**src/rtl/smp_fetch_pkg.sv**
```systemverilog
`timescale 1ns/1ps
package smp_fetch_pkg;

    typedef enum logic [3:0] {
        ST_IDLE,
        ST_LWAIT,
        ST_LLATE,
        ST_HALT,
        ST_DUMMY,
        ST_ALIGN,
        ST_FETCH,
        ST_SH1,
        ST_SH2,
        ST_GAP,
        ST_SPUR
    } sched_state_t;

endpackage

```
**src/rtl/smp_fetch_enable.sv**
```systemverilog
`timescale 1ns/1ps
module smp_fetch_enable (
    input  logic clk,
    input  logic rst_n,
    input  logic en_wr,
    input  logic en_val,
    output logic en_q
);

    // Delayed channel enable: takes the written bit one cycle after the write.
    always_ff @(posedge clk or negedge rst_n) begin
        if (!rst_n) begin
            en_q <= 1'b0;
        end else if (en_wr) begin
            en_q <= en_val;
        end
    end

endmodule

```
**src/rtl/smp_fetch_seq.sv**
```systemverilog
`timescale 1ns/1ps
module smp_fetch_seq
    import smp_fetch_pkg::*;
#(
    parameter int LOAD_LEAD = 3,
    parameter int SPUR_GAP  = 2
) (
    input  logic         clk,
    input  logic         rst_n,
    input  logic         cyc_write,
    input  logic         cyc_get,
    input  logic         en_wr,
    input  logic         en_val,
    input  logic         en_q,
    input  logic         buf_empty,
    input  logic         spr_start,
    output sched_state_t state
);

    localparam int MAXC = (LOAD_LEAD > SPUR_GAP) ? LOAD_LEAD : SPUR_GAP;
    localparam int CW   = $clog2(MAXC + 1);
    localparam logic [CW-1:0] LEAD_LAST = CW'(LOAD_LEAD - 1);
    localparam logic [CW-1:0] GAP_LAST  = CW'(SPUR_GAP);
    localparam logic [CW-1:0] CNT_ONE   = CW'(1);

    sched_state_t    nxt;
    logic [CW-1:0]   cnt;
    logic [CW-1:0]   cnt_n;
    logic            is_load;
    logic            load_n;
    logic            cancel;

    always_ff @(posedge clk or negedge rst_n) begin
        if (!rst_n) begin
            state   <= ST_IDLE;
            cnt     <= '0;
            is_load <= 1'b0;
        end else begin
            state   <= nxt;
            cnt     <= cnt_n;
            is_load <= load_n;
        end
    end

    always_comb begin
        nxt    = state;
        cnt_n  = cnt;
        load_n = is_load;
        cancel = en_wr && !en_val;
        unique case (state)
            ST_IDLE: begin
                if (en_wr && en_val && buf_empty) begin
                    nxt    = ST_LWAIT;
                    cnt_n  = CNT_ONE;
                    load_n = 1'b1;
                end else if (en_q && buf_empty && !en_wr) begin
                    nxt    = ST_HALT;
                    load_n = 1'b0;
                end
            end
            ST_LWAIT: begin
                if (cancel) begin
                    nxt = ST_IDLE;
                end else if (cnt == LEAD_LAST) begin
                    // next cycle is a put when this one is a get
                    nxt = cyc_get ? ST_LLATE : ST_HALT;
                end else begin
                    cnt_n = cnt + 1'b1;
                end
            end
            ST_LLATE: begin
                nxt = cancel ? ST_IDLE : ST_HALT;
            end
            ST_HALT: begin
                if (cyc_write) begin
                    if (spr_start && is_load) begin
                        nxt = ST_SH1;
                    end
                end else begin
                    nxt = ST_DUMMY;
                end
            end
            ST_DUMMY: begin
                nxt = cyc_get ? ST_ALIGN : ST_FETCH;
            end
            ST_ALIGN: begin
                nxt = ST_FETCH;
            end
            ST_FETCH: begin
                if (!is_load) begin
                    nxt = ST_IDLE;
                end else if (buf_empty && en_q) begin
                    nxt    = ST_HALT;
                    load_n = 1'b0;
                end else begin
                    nxt   = ST_GAP;
                    cnt_n = CNT_ONE;
                end
            end
            ST_SH1: begin
                nxt = ST_SH2;
            end
            ST_SH2: begin
                nxt   = ST_GAP;
                cnt_n = CNT_ONE;
            end
            ST_GAP: begin
                if (cnt == GAP_LAST) begin
                    nxt = ST_SPUR;
                end else begin
                    cnt_n = cnt + 1'b1;
                end
            end
            ST_SPUR: begin
                nxt = ST_IDLE;
            end
            default: begin
                nxt = ST_IDLE;
            end
        endcase
    end

endmodule

```
**src/rtl/smp_fetch_outdec.sv**
```systemverilog
`timescale 1ns/1ps
module smp_fetch_outdec
    import smp_fetch_pkg::*;
(
    input  sched_state_t state,
    input  logic         cyc_write,
    input  logic         cyc_get,
    input  logic         spur_en,
    output logic         rdy,
    output logic         fetch_stb,
    output logic         fetch_done
);

    always_comb begin
        rdy        = 1'b1;
        fetch_stb  = 1'b0;
        fetch_done = 1'b0;
        unique case (state)
            ST_HALT, ST_DUMMY, ST_ALIGN: begin
                rdy = 1'b0;
            end
            ST_FETCH: begin
                rdy        = 1'b0;
                fetch_stb  = 1'b1;
                fetch_done = 1'b1;
            end
            ST_SH1: begin
                rdy       = 1'b0;
                fetch_stb = cyc_get;
            end
            ST_SH2: begin
                rdy        = 1'b0;
                fetch_stb  = cyc_get;
                fetch_done = 1'b1;
            end
            ST_SPUR: begin
                rdy = !(spur_en && !cyc_write);
            end
            default: begin
                rdy = 1'b1;
            end
        endcase
    end

endmodule

```
**src/rtl/smp_fetch_sched.sv**
```systemverilog
`timescale 1ns/1ps
module smp_fetch_sched
    import smp_fetch_pkg::*;
#(
    parameter int LOAD_LEAD = 3,
    parameter int SPUR_GAP  = 2
) (
    input  logic clk,
    input  logic rst_n,
    input  logic cyc_write,
    input  logic cyc_get,
    input  logic en_wr,
    input  logic en_val,
    input  logic buf_empty,
    input  logic spr_start,
    input  logic spur_en,
    output logic rdy,
    output logic fetch_stb,
    output logic fetch_done
);

    logic         en_q;
    sched_state_t state;

    smp_fetch_enable u_enable (
        .clk    (clk),
        .rst_n  (rst_n),
        .en_wr  (en_wr),
        .en_val (en_val),
        .en_q   (en_q)
    );

    smp_fetch_seq #(
        .LOAD_LEAD (LOAD_LEAD),
        .SPUR_GAP  (SPUR_GAP)
    ) u_seq (
        .clk       (clk),
        .rst_n     (rst_n),
        .cyc_write (cyc_write),
        .cyc_get   (cyc_get),
        .en_wr     (en_wr),
        .en_val    (en_val),
        .en_q      (en_q),
        .buf_empty (buf_empty),
        .spr_start (spr_start),
        .state     (state)
    );

    smp_fetch_outdec u_outdec (
        .state      (state),
        .cyc_write  (cyc_write),
        .cyc_get    (cyc_get),
        .spur_en    (spur_en),
        .rdy        (rdy),
        .fetch_stb  (fetch_stb),
        .fetch_done (fetch_done)
    );

endmodule

```
**config.mk**
```make
export PLATFORM = sky130hd
export DESIGN_NAME = smp_fetch_sched
export DESIGN_NICKNAME = d
export VERILOG_FILES = /design/src/rtl/smp_fetch_pkg.sv /design/src/rtl/smp_fetch_enable.sv /design/src/rtl/smp_fetch_seq.sv /design/src/rtl/smp_fetch_outdec.sv /design/src/rtl/smp_fetch_sched.sv
export SDC_FILE = /design/constraint.sdc
export NUM_CORES = 1
export LEC_CHECK = 0
export BUFFER_PORTS_ARGS = -buffer_cell sky130_fd_sc_hd__buf_2
export CORE_MARGIN = 10
export CORE_UTILIZATION = 30
export DETAILED_ROUTE_END_ITERATION = 8
export SLEW_MARGIN = 20
export SYNTH_ARGS = -nofsm -noshare
export SYNTH_HDL_FRONTEND = slang
export SYNTH_HIERARCHICAL = 1
export SYNTH_SLANG_ARGS = --single-unit
```
**constraint.sdc**
```tcl
create_clock -name clk -period 1.55 [get_ports clk]
set_clock_uncertainty 0.1 [all_clocks]
set_input_delay 0.31 -clock clk [delete_from_list [all_inputs] [get_ports clk]]
set_output_delay 0.31 -clock clk [all_outputs]
set_load 0.05 [all_outputs]
```
Word-level counts from Yosys, hierarchy flattened
Index checks and enable logic that the tools add are counted.
{"block": "totals", "reg_bits": 8, "wordCells": 71, "output_inout_bits": 3}
{"block": "op_classes", "n_eq_ne": 19, "mux": 27, "add_sub_neg": 1, "n_reduce_logical": 20}
{"cell": "case mux 4 bit (10 select lines)", "n": 1}
{"cell": "two-way mux 4 bit", "n": 9}
{"cell": "== test 4 x 3 -> 1 bit, second input constant", "n": 4}
{"cell": "two-way mux 2 bit", "n": 7}
{"cell": "== test 4 bit, second input constant", "n": 3}
{"cell": "case mux 2 bit (5 select lines)", "n": 1}
{"cell": "== test 4 x 2 -> 1 bit, second input constant", "n": 2}
{"cell": "logical AND 1 bit", "n": 7}
{"cell": "two-way mux 1 bit", "n": 6}
{"cell": "inequality test 2 bit, second input constant", "n": 3}
{"cell": "inequality test 3 x 1 -> 1 bit, second input constant", "n": 2}
{"cell": "case mux 1 bit (2 select lines)", "n": 3}
{"cell": "OR reduction 6 bit", "n": 1}
{"cell": "AND reduction 5 bit", "n": 1}
{"cell": "nonzero test 5 bit", "n": 1}
{"cell": "== test 4 x 1 -> 1 bit, second input constant", "n": 1}
{"cell": "zero test 1 bit", "n": 4}
{"cell": "zero test 4 bit", "n": 1}
{"cell": "inequality test 2 x 1 -> 1 bit, second input constant", "n": 2}
{"cell": "AND reduction 4 bit", "n": 1}
{"cell": "OR reduction 2 bit", "n": 2}
{"cell": "inequality test 3 bit, second input constant", "n": 1}
{"cell": "adder 2 x 1 -> 2 bit, second input constant", "n": 1}
{"cell": "== test 2 bit, second input constant", "n": 1}
{"cell": "2 further kinds", "n": 2}

Depth between registers and ports, before layout
Gate-level depths: netlist of run 1.
{"block": "depth", "depth_word": 5, "ltp_mapped": 5}

Hierarchy
The synthesis of run 1 kept the hierarchy.
{"mod": "smp_fetch_seq", "cells_per_inst": 66, "area_each_um2": 564.3, "seq_area_each_um2": 175.2, "n_inst": 1}
{"mod": "smp_fetch_outdec", "cells_per_inst": 14, "area_each_um2": 77.6, "seq_area_each_um2": 0.0, "n_inst": 1}
{"mod": "smp_fetch_enable", "cells_per_inst": 2, "area_each_um2": 40.0, "seq_area_each_um2": 25.0, "n_inst": 1}

Worst setup path before layout of run 1
No wires, ideal clock.
{"block": "synth_timing", "path_kind": "reg2out", "from": "register u_seq.state[1]", "to": "output fetch_stb", "arrival_ns": 1.414, "setup_slack_ns": -0.274, "path_stages_with_launch": 4, "required_time_ns": 1.140, "n_path_buf": 0, "cell_sequence": "dfrtp_1 and4bb_1 nor2_1 o21ai_1"}
{"block": "synth_between", "elab_chain_cells": 3, "elab_cells_between_ends": 5, "cone_classes": "3 x eq/ne; 1 x mux; 1 x reduce/logical"}
{"element": "start, declared", "line": "smp_fetch_seq.sv:17", "text": "output sched_state_t state"}
{"element": "start signal, assigned", "line": "smp_fetch_seq.sv:39", "text": "state <= nxt;"}
{"element": "== test 4 x 3 -> 1 bit / == test 4 bit (equally long branches)", "line": "smp_fetch_outdec.sv:18", "text": "unique case (state)"}
{"element": "OR reduction 2 bit (no line)"}
{"element": "case mux 1 bit (2 select lines) *", "line": "smp_fetch_outdec.sv:18"}
{"element": "end, declared", "line": "smp_fetch_sched.sv:18", "text": "output logic fetch_stb,"}
Mark *: on every way between the ends. The rest lies on a longest branch, timed or not.

Worst setup path after layout of run 1
Same ends and word-level chain as after synthesis.

==> flow_summary.toml, run 1 <==
[run_status]
status = "complete, but fails checks"
violations = "setup timing"

[detailed_routing]
vias = 749
drt_iter0_drc = 30
wire_per_inst_um = 14.35
via_per_inst = 5.130
drc_errors = 0
detail-route-antenna-nets = 0
drt-total-wl_um = 2095
first_pass_iters = 4

[layout]
syn_to_final_growth_pct = 66.79
layout.nets = 130
final.fill_count = 201
num_antenna_cells = 0
utilization = 0.5191
drive_gt1_frac = 0.6017

[setup_path]
worstReg2RegEnd = "u_seq/state[1]"
reg2reg_from = "u_seq/state[3]"
crit_family = "flip-flops"
r2r_cells = 6
cp-end-kind = "primary output"
critPathMaxStageDelay_ns = 0.45
path_class = "flip-flop to primary output"
path_cells = "and4bb_1 -> nor2_1 -> o21ai_2 -> buf_6"
arrival_ns = 1.29
cp_slowest_cell = "dfrtp_2"
rrSetupSlack_ns = -0.08
critPathLaunchType = "flip-flop"
required_ns = 1.14
critPathMaxFanout = 7
crit_buf_inv = 1

[logic_synthesis]
synth_area_um2 = 681.9
synthesis.nets = 92
ys_seq_area_frac = 0.2936
syn_area_per_cell_um2 = 8.316
synthMuxAreaShare = 0.05321
synth-compound-area-share = 0.2202
yosysUniqueCellTypes = 38
synth_fa_ha_area_frac = 0.01835
synth_cells = 82
yosys_warnings = 6
synth-seq-cells = 8
synthXorXnorAreaFrac = 0
yosys.area_share.simple = 0.3394
synth_top_family_by_area = "simple AND/OR/NAND/NOR gates"

[grt]
grt_max_degree = 11
grt_remaining_overflow = 0
grt_pass1_wl_um = 3325
grt_pass1_vias = 775
antenna_found_initial = 0
grtUsageTotal = 0.09418

[sta]
holdWs_ns = 0.2664
slew_viol_final = 0
finalCritPeriodShare = 1.100
fin_tns_setup_ns = -0.5517
worst_slack_ns = -0.1544
fin_crit_ns = 1.704
slew_headroom = 0.7951
fmax_mhz = 586.7
worst_pin_slew_ns = 0.3061
hold_violations = 0
rsz0062_at_grt = "true"
setup_viol = 8

[pwr]
p_total_mw = 2.380
ir_worst_vdd_uv = 980.7
leakagePower_nw = 0.5136
power.density_nw_per_um2 = 2092

[cts]
cts_made_buffers = 3
clk_latency_ns = 0.24
cts_buffer_depth = 2
cts_sinks = 8
cts_tree = "done"
path_clk_slew_ns = 0.05
cts-htree-levels = 1
ctsRootBufferMaster = "clkbuf_4"

[floorplan]
die_area_um2 = 4580
die_h_um = 67.68
ioPinCount = 12
initial_core_util = 0.3113
row_count = 17
fp.dieW_um = 67.68
coreArea_um2 = 2191

[min_path]
worstHoldPathType = "input port to flip-flop"
hold_path.startpoint = "buf_empty"
holdPathEnd = "u_seq/is_load"
min_path_cells = 3

[run]
max-cap-violations = 0

[placement]
dp_hpwl_um = 1423
numPortBuffers = 11
preCtsSetupSlack_ns = -0.05962
gp_congestion = 0.8344
==> stage by stage <==
step | area [µm²] | std cells
2_1_floorplan | 691.9 | 82
3_3_place_gp | 869.6 | 133
3_5_place_dp | 869.6 | 133
4_1_cts | 1040 | 145
5_1_grt | 1137 | 146
6_report | 1137 | 146
==> synth_stat cells <==
library cell  n  area [µm²]
o211a_1       1       10.01
nor2b_1       1       6.260
o2bb2ai_1     1       8.760
a31o_2        1       8.760
o211ai_1      1       7.510
a22oi_1       2       15.01
nor2_1        9       33.78
a21oi_1       7       35.03
nor4_2        1       12.51
o41a_1        1       11.26
mux2_4        1       15.01
buf_6         2       22.52
nor3_1        1       5.000
inv_1         5       18.77
a211o_1       1       8.760
or2_1         1       6.260
nand3_1       6       30.03
nor3b_1       1       7.510
nand2_1       7       26.28
nand4_1       2       12.51
nand3b_2      1       11.26
mux2_2        1       11.26
o2111ai_1     1       8.760
dfrtp_1       8       200.2
mux2i_1       1       10.01
o21ai_0       3       15.01
o31ai_1       1       7.510
nor2_2        2       12.51
buf_2         2       10.01
nor3b_2       1       12.51
nand3b_1      1       7.510
and4bb_1      1       12.51
a2111oi_0     1       8.760
nand2b_1      2       12.51
o21ai_1       1       5.000
and4bb_2      1       12.51
and3b_2       1       10.01
ha_1          1       12.51
==> cells by family (layout without fill, tap and decap cells) <==
logic type	after synthesis	in the layout
adders and majority gates	1	1
muxes	3	3
DFF	8	8
buffers and inverters	9	45
and+or+nand+nor	39	39
AOI/OAI and AO/OA	22	22
==> layout by cell type, fill, tap and decap left out, types with 2 or more instances in the layout <==
cell      count
o21ai_1       2
dfrtp_1       4
inv_1         5
nor2_1        7
dfrtp_2       4
nor2_2        2
a21oi_2       3
nand3_1       3
buf_2         8
clkbuf_4      3
nand4_1       2
a21oi_1       4
buf_6        13
nand2_1       6
buf_4        15
nor3b_2       2
a22oi_1       2
nor2_4        2
nand3_2       2
==> how the worst max path moves through the flow <==
stage                          end           start  cells after the start
floorplan                fetch_stb  u_seq/state[1]                      3
global placement    u_seq/state[1]  u_seq/state[3]                      5
detailed placement  u_seq/state[1]  u_seq/state[3]                      5
CTS                      fetch_stb  u_seq/state[1]                      4
global route             fetch_stb  u_seq/state[1]                      4
finish                   fetch_stb  u_seq/state[1]                      4
==> timing repair <==
action | 4_1_cts | 5_1_grt
hold endpoints to repair | 8 | 0
hold buffers | 1 | 0
gates cloned | 0 | 0
pin swaps | 10 | 12
setup buffers | 9 | 1
endpoints found under the setup margin | 8 | 9
resized for setup | 24 | 19
==> final cells by class <==
type | instances | area [µm²] | area share
clock buffer | 3 | 22.52 | 0.01980
sequential | 8 | 205.2 | 0.1804
timing repair buffer | 37 | 309.0 | 0.2717
multi-input combinational | 65 | 546.8 | 0.4807
tap | 28 | 35.03 | 0.03080
inverter | 5 | 18.77 | 0.01650
==> flip-flops by register name, summed over array words and instances, names as in the netlist <==
signal / flops
u_seq/cnt: 2
u_seq/state: 4
u_seq/is_load: 1
u_enable/en_q: 1
==> tightest hold or removal path: cells and delay by family <==
| kind | cells | cell delay (ns) |
|---|---|---|
| buf+inv | 1 | 0.14 |
| simple gates | 2 | 0.12 |
==> routing by layer <==
| layer | global-route usage | part of all wire | up-vias |
|---|---|---|---|
| li1 | - | - | 375 |
| met1 | 0.1019 | 0.39 | 356 |
| met2 | 0.1608 | 0.56 | 16 |
| met3 | 0.03636 | 0.048 | 2 |
| met4 | 0.03846 | 0.0095 | 0 |
| met5 | 0 | 0 | - |
==> where the power goes <==
part / internal, mW / total [mW] / leakage [nW] / switching, mW
Sequential: 0.308 / 0.419 / 0.0936 / 0.111
Clock: 0.0878 / 0.147 / 0.0138 / 0.0596
Combinational: 0.932 / 1.81 / 0.406 / 0.882
(Power assumes the default switching activity.)
==> inputs of run 2 (changes only) <==
Clock period 1.55 ns to 1.7 ns, I/O delays scaled along.
==> run 2 against run 1 <==
The flow still finishes with violations (setup timing). Global-route usage is 1.1 points lower. Worst hold slack improved by 0.030 ns. Worst setup slack gained 0.11 ns. First-iteration DRC count down 23%. Critical path depth stayed put. Utilization fell by 7.8 points. Critical endpoint unchanged. Largest cell class unchanged.
==> flow_summary.toml, run 2 (synthesized netlist as in run 1, its figures left out) <==
[floorplan]
fp.dieW_um = 67.68
ioPinCount = 12
initial_core_util = 0.3113
die_h_um = 67.68
row_count = 17
die_area_um2 = 4580
coreArea_um2 = 2191

[detailed_routing]
drt_iter0_drc = 23
vias = 723
detail-route-antenna-nets = 0
drc_errors = 0
via_per_inst = 5.356
first_pass_iters = 4
drt-total-wl_um = 1842
wire_per_inst_um = 13.64

[sta]
fin_tns_setup_ns = -0.05772
worst_pin_slew_ns = 0.3544
slew_headroom = 0.7631
hold_violations = 0
fin_crit_ns = 1.741
rsz0062_at_grt = "true"
finalCritPeriodShare = 1.024
fmax_mhz = 574.4
setup_viol = 3
slew_viol_final = 0
worst_slack_ns = -0.04106

[grt]
grt_max_degree = 11
antenna_found_initial = 0
grt_remaining_overflow = 0
grtUsageTotal = 0.08319
grt_pass1_wl_um = 3049
grt_pass1_vias = 688

[setup_path]
rrSetupSlack_ns = 0.07
required_ns = 1.26
startpoint = "u_seq/state[1]"
critPathMaxFanout = 5
cp-end-kind = "primary output"
reg2reg_from = "u_seq/state[1]"
arrival_ns = 1.30
path_cells = "and4bb_1 -> nor2_2 -> o21ai_2 -> buf_6"
path_class = "flip-flop to primary output"
crit_buf_inv = 1
critPathLaunchType = "flip-flop"
crit_family = "flip-flops"
cp_slowest_cell = "dfrtp_2"
critPathMaxStageDelay_ns = 0.42

[layout]
final_cell_mix = "buf_4 (13), buf_2 (8), nand2_1 (7), nor2_1 (7)"
layout.nets = 119
syn_to_final_growth_pct = 41.65
largest_register_ffs = 4
top_regs = "u_seq/state (4), u_seq/cnt (2)"
num_antenna_cells = 0
fin_cells = 135
drive_gt1_frac = 0.4766
final_common_cell = "buf_4"
regMostFlops = "u_seq/state"

[pwr]
p_int_mw = 0.9639
p_switching_mw = 0.8351
pwr-share-clk = 0.079
p_sw_frac = 0.4642
pwr-share-seq = 0.210
combPwrFrac = 0.711
leakagePower_nw = 0.4442
ir_worst_vdd_uv = 855.0
power.density_nw_per_um2 = 1862

[placement]
dp_hpwl_um = 1318
dpl.cell_count = 125
gp_congestion = 0.8330
numPortBuffers = 11

[cts]
cts_tree = "done"
cts_sinks = 8
path_clk_slew_ns = 0.06
clk_latency_ns = 0.25
ctsRootBufferMaster = "clkbuf_4"
cts-htree-levels = 1
cts_made_buffers = 3
cts_buffer_depth = 2

[run_status]
violations = "setup timing"
status = "complete, but fails checks"

[min_path]
worstHoldPathType = "input port to flip-flop"
hold_path.startpoint = "buf_empty"

[run]
max-cap-violations = 0
## run 2: cell types whose count changed in the layout (fill, tap and decap cells not counted), moves of 2 or more
cell / change
buf_4: -2
buf_6: -9
o21ai_1: -2
o21ai_0: +2
## run 2: layout make-up
type	instances	area, µm²
Inverter	5	18.77
Sequential cell	8	203.9
Fill cell	221	1225
Multi-Input combinational cell	65	493.0
Tap cell	28	35.03
Timing Repair Buffer	26	192.7
Clock buffer	3	22.52
## run 2: repair_timing
item / in CTS / in global routing
pin swaps: 0 / 3
hold buffers: 1 / 0
endpoints found under the setup margin: 3 / 7
endpoints found under the hold margin: 8 / 0
gates resized for setup: 10 / 11
cloned: 0 / 0
buffers inserted: 3 / 3
## run 2: path summary, 6_finish.rpt
| path | to | cells after the start |
|---|---|---|
| setup / recovery | fetch_stb | 4 |
| hold / removal | u_seq/is_load | 3 |
| setup reg to reg | u_seq/state[1] | 6 |
| hold reg to reg | u_seq/cnt[1] | 1 |
| max in group asynchronous | u_seq/state[0] | 2 |
| min in group asynchronous | u_seq/state[2] | 2 |
## run 2: metrics by stage
step	area [µm²]	hold WS [ns]	util	total power [mW]	worst slack (ns)
final	965.9	0.2961	0.4409	1.799	-0.04106
after detailed placement	809.5	0.09312	0.3695	1.373	0.05628
after global placement	809.5	0.09196	0.3695	1.376	0.05312
after CTS	892.1	0.2807	0.4072	1.635	-0.03392
after floorplan	691.9	-0.05559	-	1.119	0.1043
after global routing	965.9	0.3079	0.4409	1.939	-0.08932
## run 2: metal layers
metal / vias up / track usage / wire length, µm
li1: 354 / - / -
met1: 349 / 0.09533 / 767
met2: 16 / 0.1385 / 903
met3: 4 / 0.03802 / 147
met4: 0 / 0.01795 / 25
met5: - / 0 / 0
## run 2: worst min-delay path: stages
cell     delay, ns
buf_2         0.14
nand4_1       0.07
nand2_1       0.05
## run 2: power groups by stage
stage                     Clock, mW  Sequential (mW)  Combinational, mW
after floorplan                   0            0.353              0.766
after global routing          0.165            0.393               1.38
after detailed placement          0            0.407              0.967
final                         0.142            0.378               1.28
after CTS                     0.146            0.382               1.11
after global placement            0            0.406              0.970
==> inputs of run 3 (changes only) <==
==> constraint.sdc (replaced) <==
create_clock -name clk -period 1.7 [get_ports clk]
set_clock_uncertainty 0.1 [all_clocks]
set_input_delay 0.255 -clock clk [delete_from_list [all_inputs] [get_ports clk]]
set_output_delay 0.255 -clock clk [all_outputs]
set_load 0.05 [all_outputs]
==> run 3 against run 2 <==
The run still ends with setup timing left. Power shrank 0.81%. Sequential cell count stayed put. Global-route usage rose by 0.20 points. Sequential power increased by 2%. Critical path depth grew 1. Die area unchanged. Non-clock buffer count increased by 1. Combinational power is essentially flat. Maximum frequency decreased by 1.2%. Critical path type unchanged. Largest power group unchanged. Highest routed layer is now met3.
==> flow_summary.toml, run 3 (synthesized netlist as in run 1, its figures left out) <==
[sta]
slew_headroom = 0.7505
finalCritPeriodShare = 1.037
setup_viol = 2
fin_crit_ns = 1.763
worst_pin_slew_ns = 0.3712
hold_violations = 0
fmax_mhz = 567.2
worst_slack_ns = -0.06299
slew_viol_final = 0
rsz0062_at_grt = "true"

[floorplan]
initial_core_util = 0.3113
fp.dieW_um = 67.68
coreArea_um2 = 2191
die_h_um = 67.68
ioPinCount = 12
row_count = 17
die_area_um2 = 4580

[grt]
antenna_found_initial = 0
grt_pass1_vias = 686
grt_remaining_overflow = 0
grt_max_degree = 13
grtUsageTotal = 0.08516
grt_pass1_wl_um = 3001

[pwr]
pwr-share-clk = 0.081
p_switching_mw = 0.8157
p_int_mw = 0.9687
combPwrFrac = 0.703
ir_worst_vdd_uv = 997.2
power.density_nw_per_um2 = 1855
leakagePower_nw = 0.4452
p_sw_frac = 0.4571
pwr-share-seq = 0.217

[setup_path]
critPathLaunchType = "flip-flop"
arrival_ns = 1.41
critPathMaxStageDelay_ns = 0.44
reg2reg_from = "u_seq/state[3]"
cp-end-kind = "primary output"
startpoint = "u_seq/state[1]"
cp_slowest_cell = "dfrtp_2"
critPathMaxFanout = 5
path_cells = "buf_6 -> and4bb_1 -> nor2_2 -> o21ai_2 -> buf_6"
critPathMostFrequentCell = "buf_6"
crit_family = "flip-flops"
required_ns = 1.34
path_class = "flip-flop to primary output"
crit_buf_inv = 2

[cts]
cts_sinks = 8
path_clk_slew_ns = 0.06
cts_made_buffers = 3
cts-htree-levels = 1
cts_tree = "done"
clk_latency_ns = 0.26
cts_buffer_depth = 2
ctsRootBufferMaster = "clkbuf_4"

[detailed_routing]
route.met2.wl_um = 901
vias = 704
drc_errors = 0
met3_length_um = 143
met1Wirelength_um = 798
drt-total-wl_um = 1842
first_pass_iters = 4
routed.top_layer = "met3"
via_per_inst = 5.176
drt_iter0_drc = 23
wire_per_inst_um = 13.54
detail-route-antenna-nets = 0

[layout]
finalInstanceArea_um2 = 962.2
top_regs = "u_seq/state (4), u_seq/cnt (2)"
utilization = 0.4392
num_antenna_cells = 0
layout.nets = 120
final_common_cell = "buf_4"
syn_to_final_growth_pct = 41.10
largest_register_ffs = 4
drive_gt1_frac = 0.4444
final_cell_mix = "buf_4 (12), buf_2 (8), nand2_1 (7), nor2_1 (7)"
regMostFlops = "u_seq/state"

[min_path]
worstHoldPathType = "input port to flip-flop"
hold_path.startpoint = "buf_empty"

[run]
max-cap-violations = 0

[placement]
dpl_cell_area_um2 = 809.5
dp_hpwl_um = 1306
numPortBuffers = 11
gp_congestion = 0.7918

[run_status]
violations = "setup timing"
status = "complete, but fails checks"
## run 3: cell types whose count changed in the layout (fill, tap and decap cells not counted), sizes merged
cell,delta
clkbuf,+1
## run 3: metal layers
layer  up-vias  global-route usage
li1        353                   -
met4         0             0.02308
met3         0             0.04298
met5         -                   0
met1       331             0.09804
met2        20              0.1362
## run 3: worst paths after layout
kind                            slack, ns  depth (start not counted)              to
worst max-delay path                -0.06                          5       fetch_stb
worst min-delay path                 0.21                          3   u_seq/is_load
worst max register to register       0.02                          5  u_seq/state[0]
worst min register to register       0.39                          1    u_seq/cnt[1]
max in group asynchronous            1.05                          2  u_seq/state[3]
min in group asynchronous            0.27                          2  u_seq/state[2]
## run 3: area by class of cell
cell class	instances	area, µm²
Fill cell	235	1229
Multi-Input combinational cell	65	473.0
Timing Repair Buffer	27	210.2
Sequential cell	8	202.7
Tap cell	28	35.03
Clock buffer	3	22.52
Inverter	5	18.77
## run 3: power by group through the flow
| stage | registers (mW) | logic, mW | clock network [mW] |
|---|---|---|---|
| floorplan | 0.353 | 0.766 | 0 |
| global placement | 0.396 | 0.955 | 0 |
| detailed placement | 0.400 | 0.972 | 0 |
| CTS | 0.383 | 1.19 | 0.148 |
| global route | 0.402 | 1.37 | 0.162 |
| finish | 0.386 | 1.25 | 0.144 |
## run 3: worst register-to-register path: stages (launching register included)
cell	delay, ns
dfrtp_2	0.46
buf_12	0.15
nor3b_4	0.20
nand3b_4	0.18
nor2_2	0.05
o41a_1	0.42
## run 3: stage by stage
stage	hold slack (ns)	setup slack, ns	power (mW)	setup TNS [ns]	std cells
floorplan	-0.1406	0.1601	1.119	0	82
global placement	0.004368	0.04181	1.351	0	125
detailed placement	0.007111	0.02428	1.371	0	125
CTS	0.2116	-0.07686	1.719	-0.1108	135
global route	0.2311	-0.1136	1.936	-0.2599	136
finish	0.2133	-0.06299	1.784	-0.08523	136
## run 3: repair_timing
action / in CTS / in global routing
setup buffers: 6 / 1
pin swaps: 2 / 3
hold endpoints to repair: 8 / 0
setup endpoints to repair: 3 / 4
hold buffers: 1 / 0
resized for setup: 12 / 5
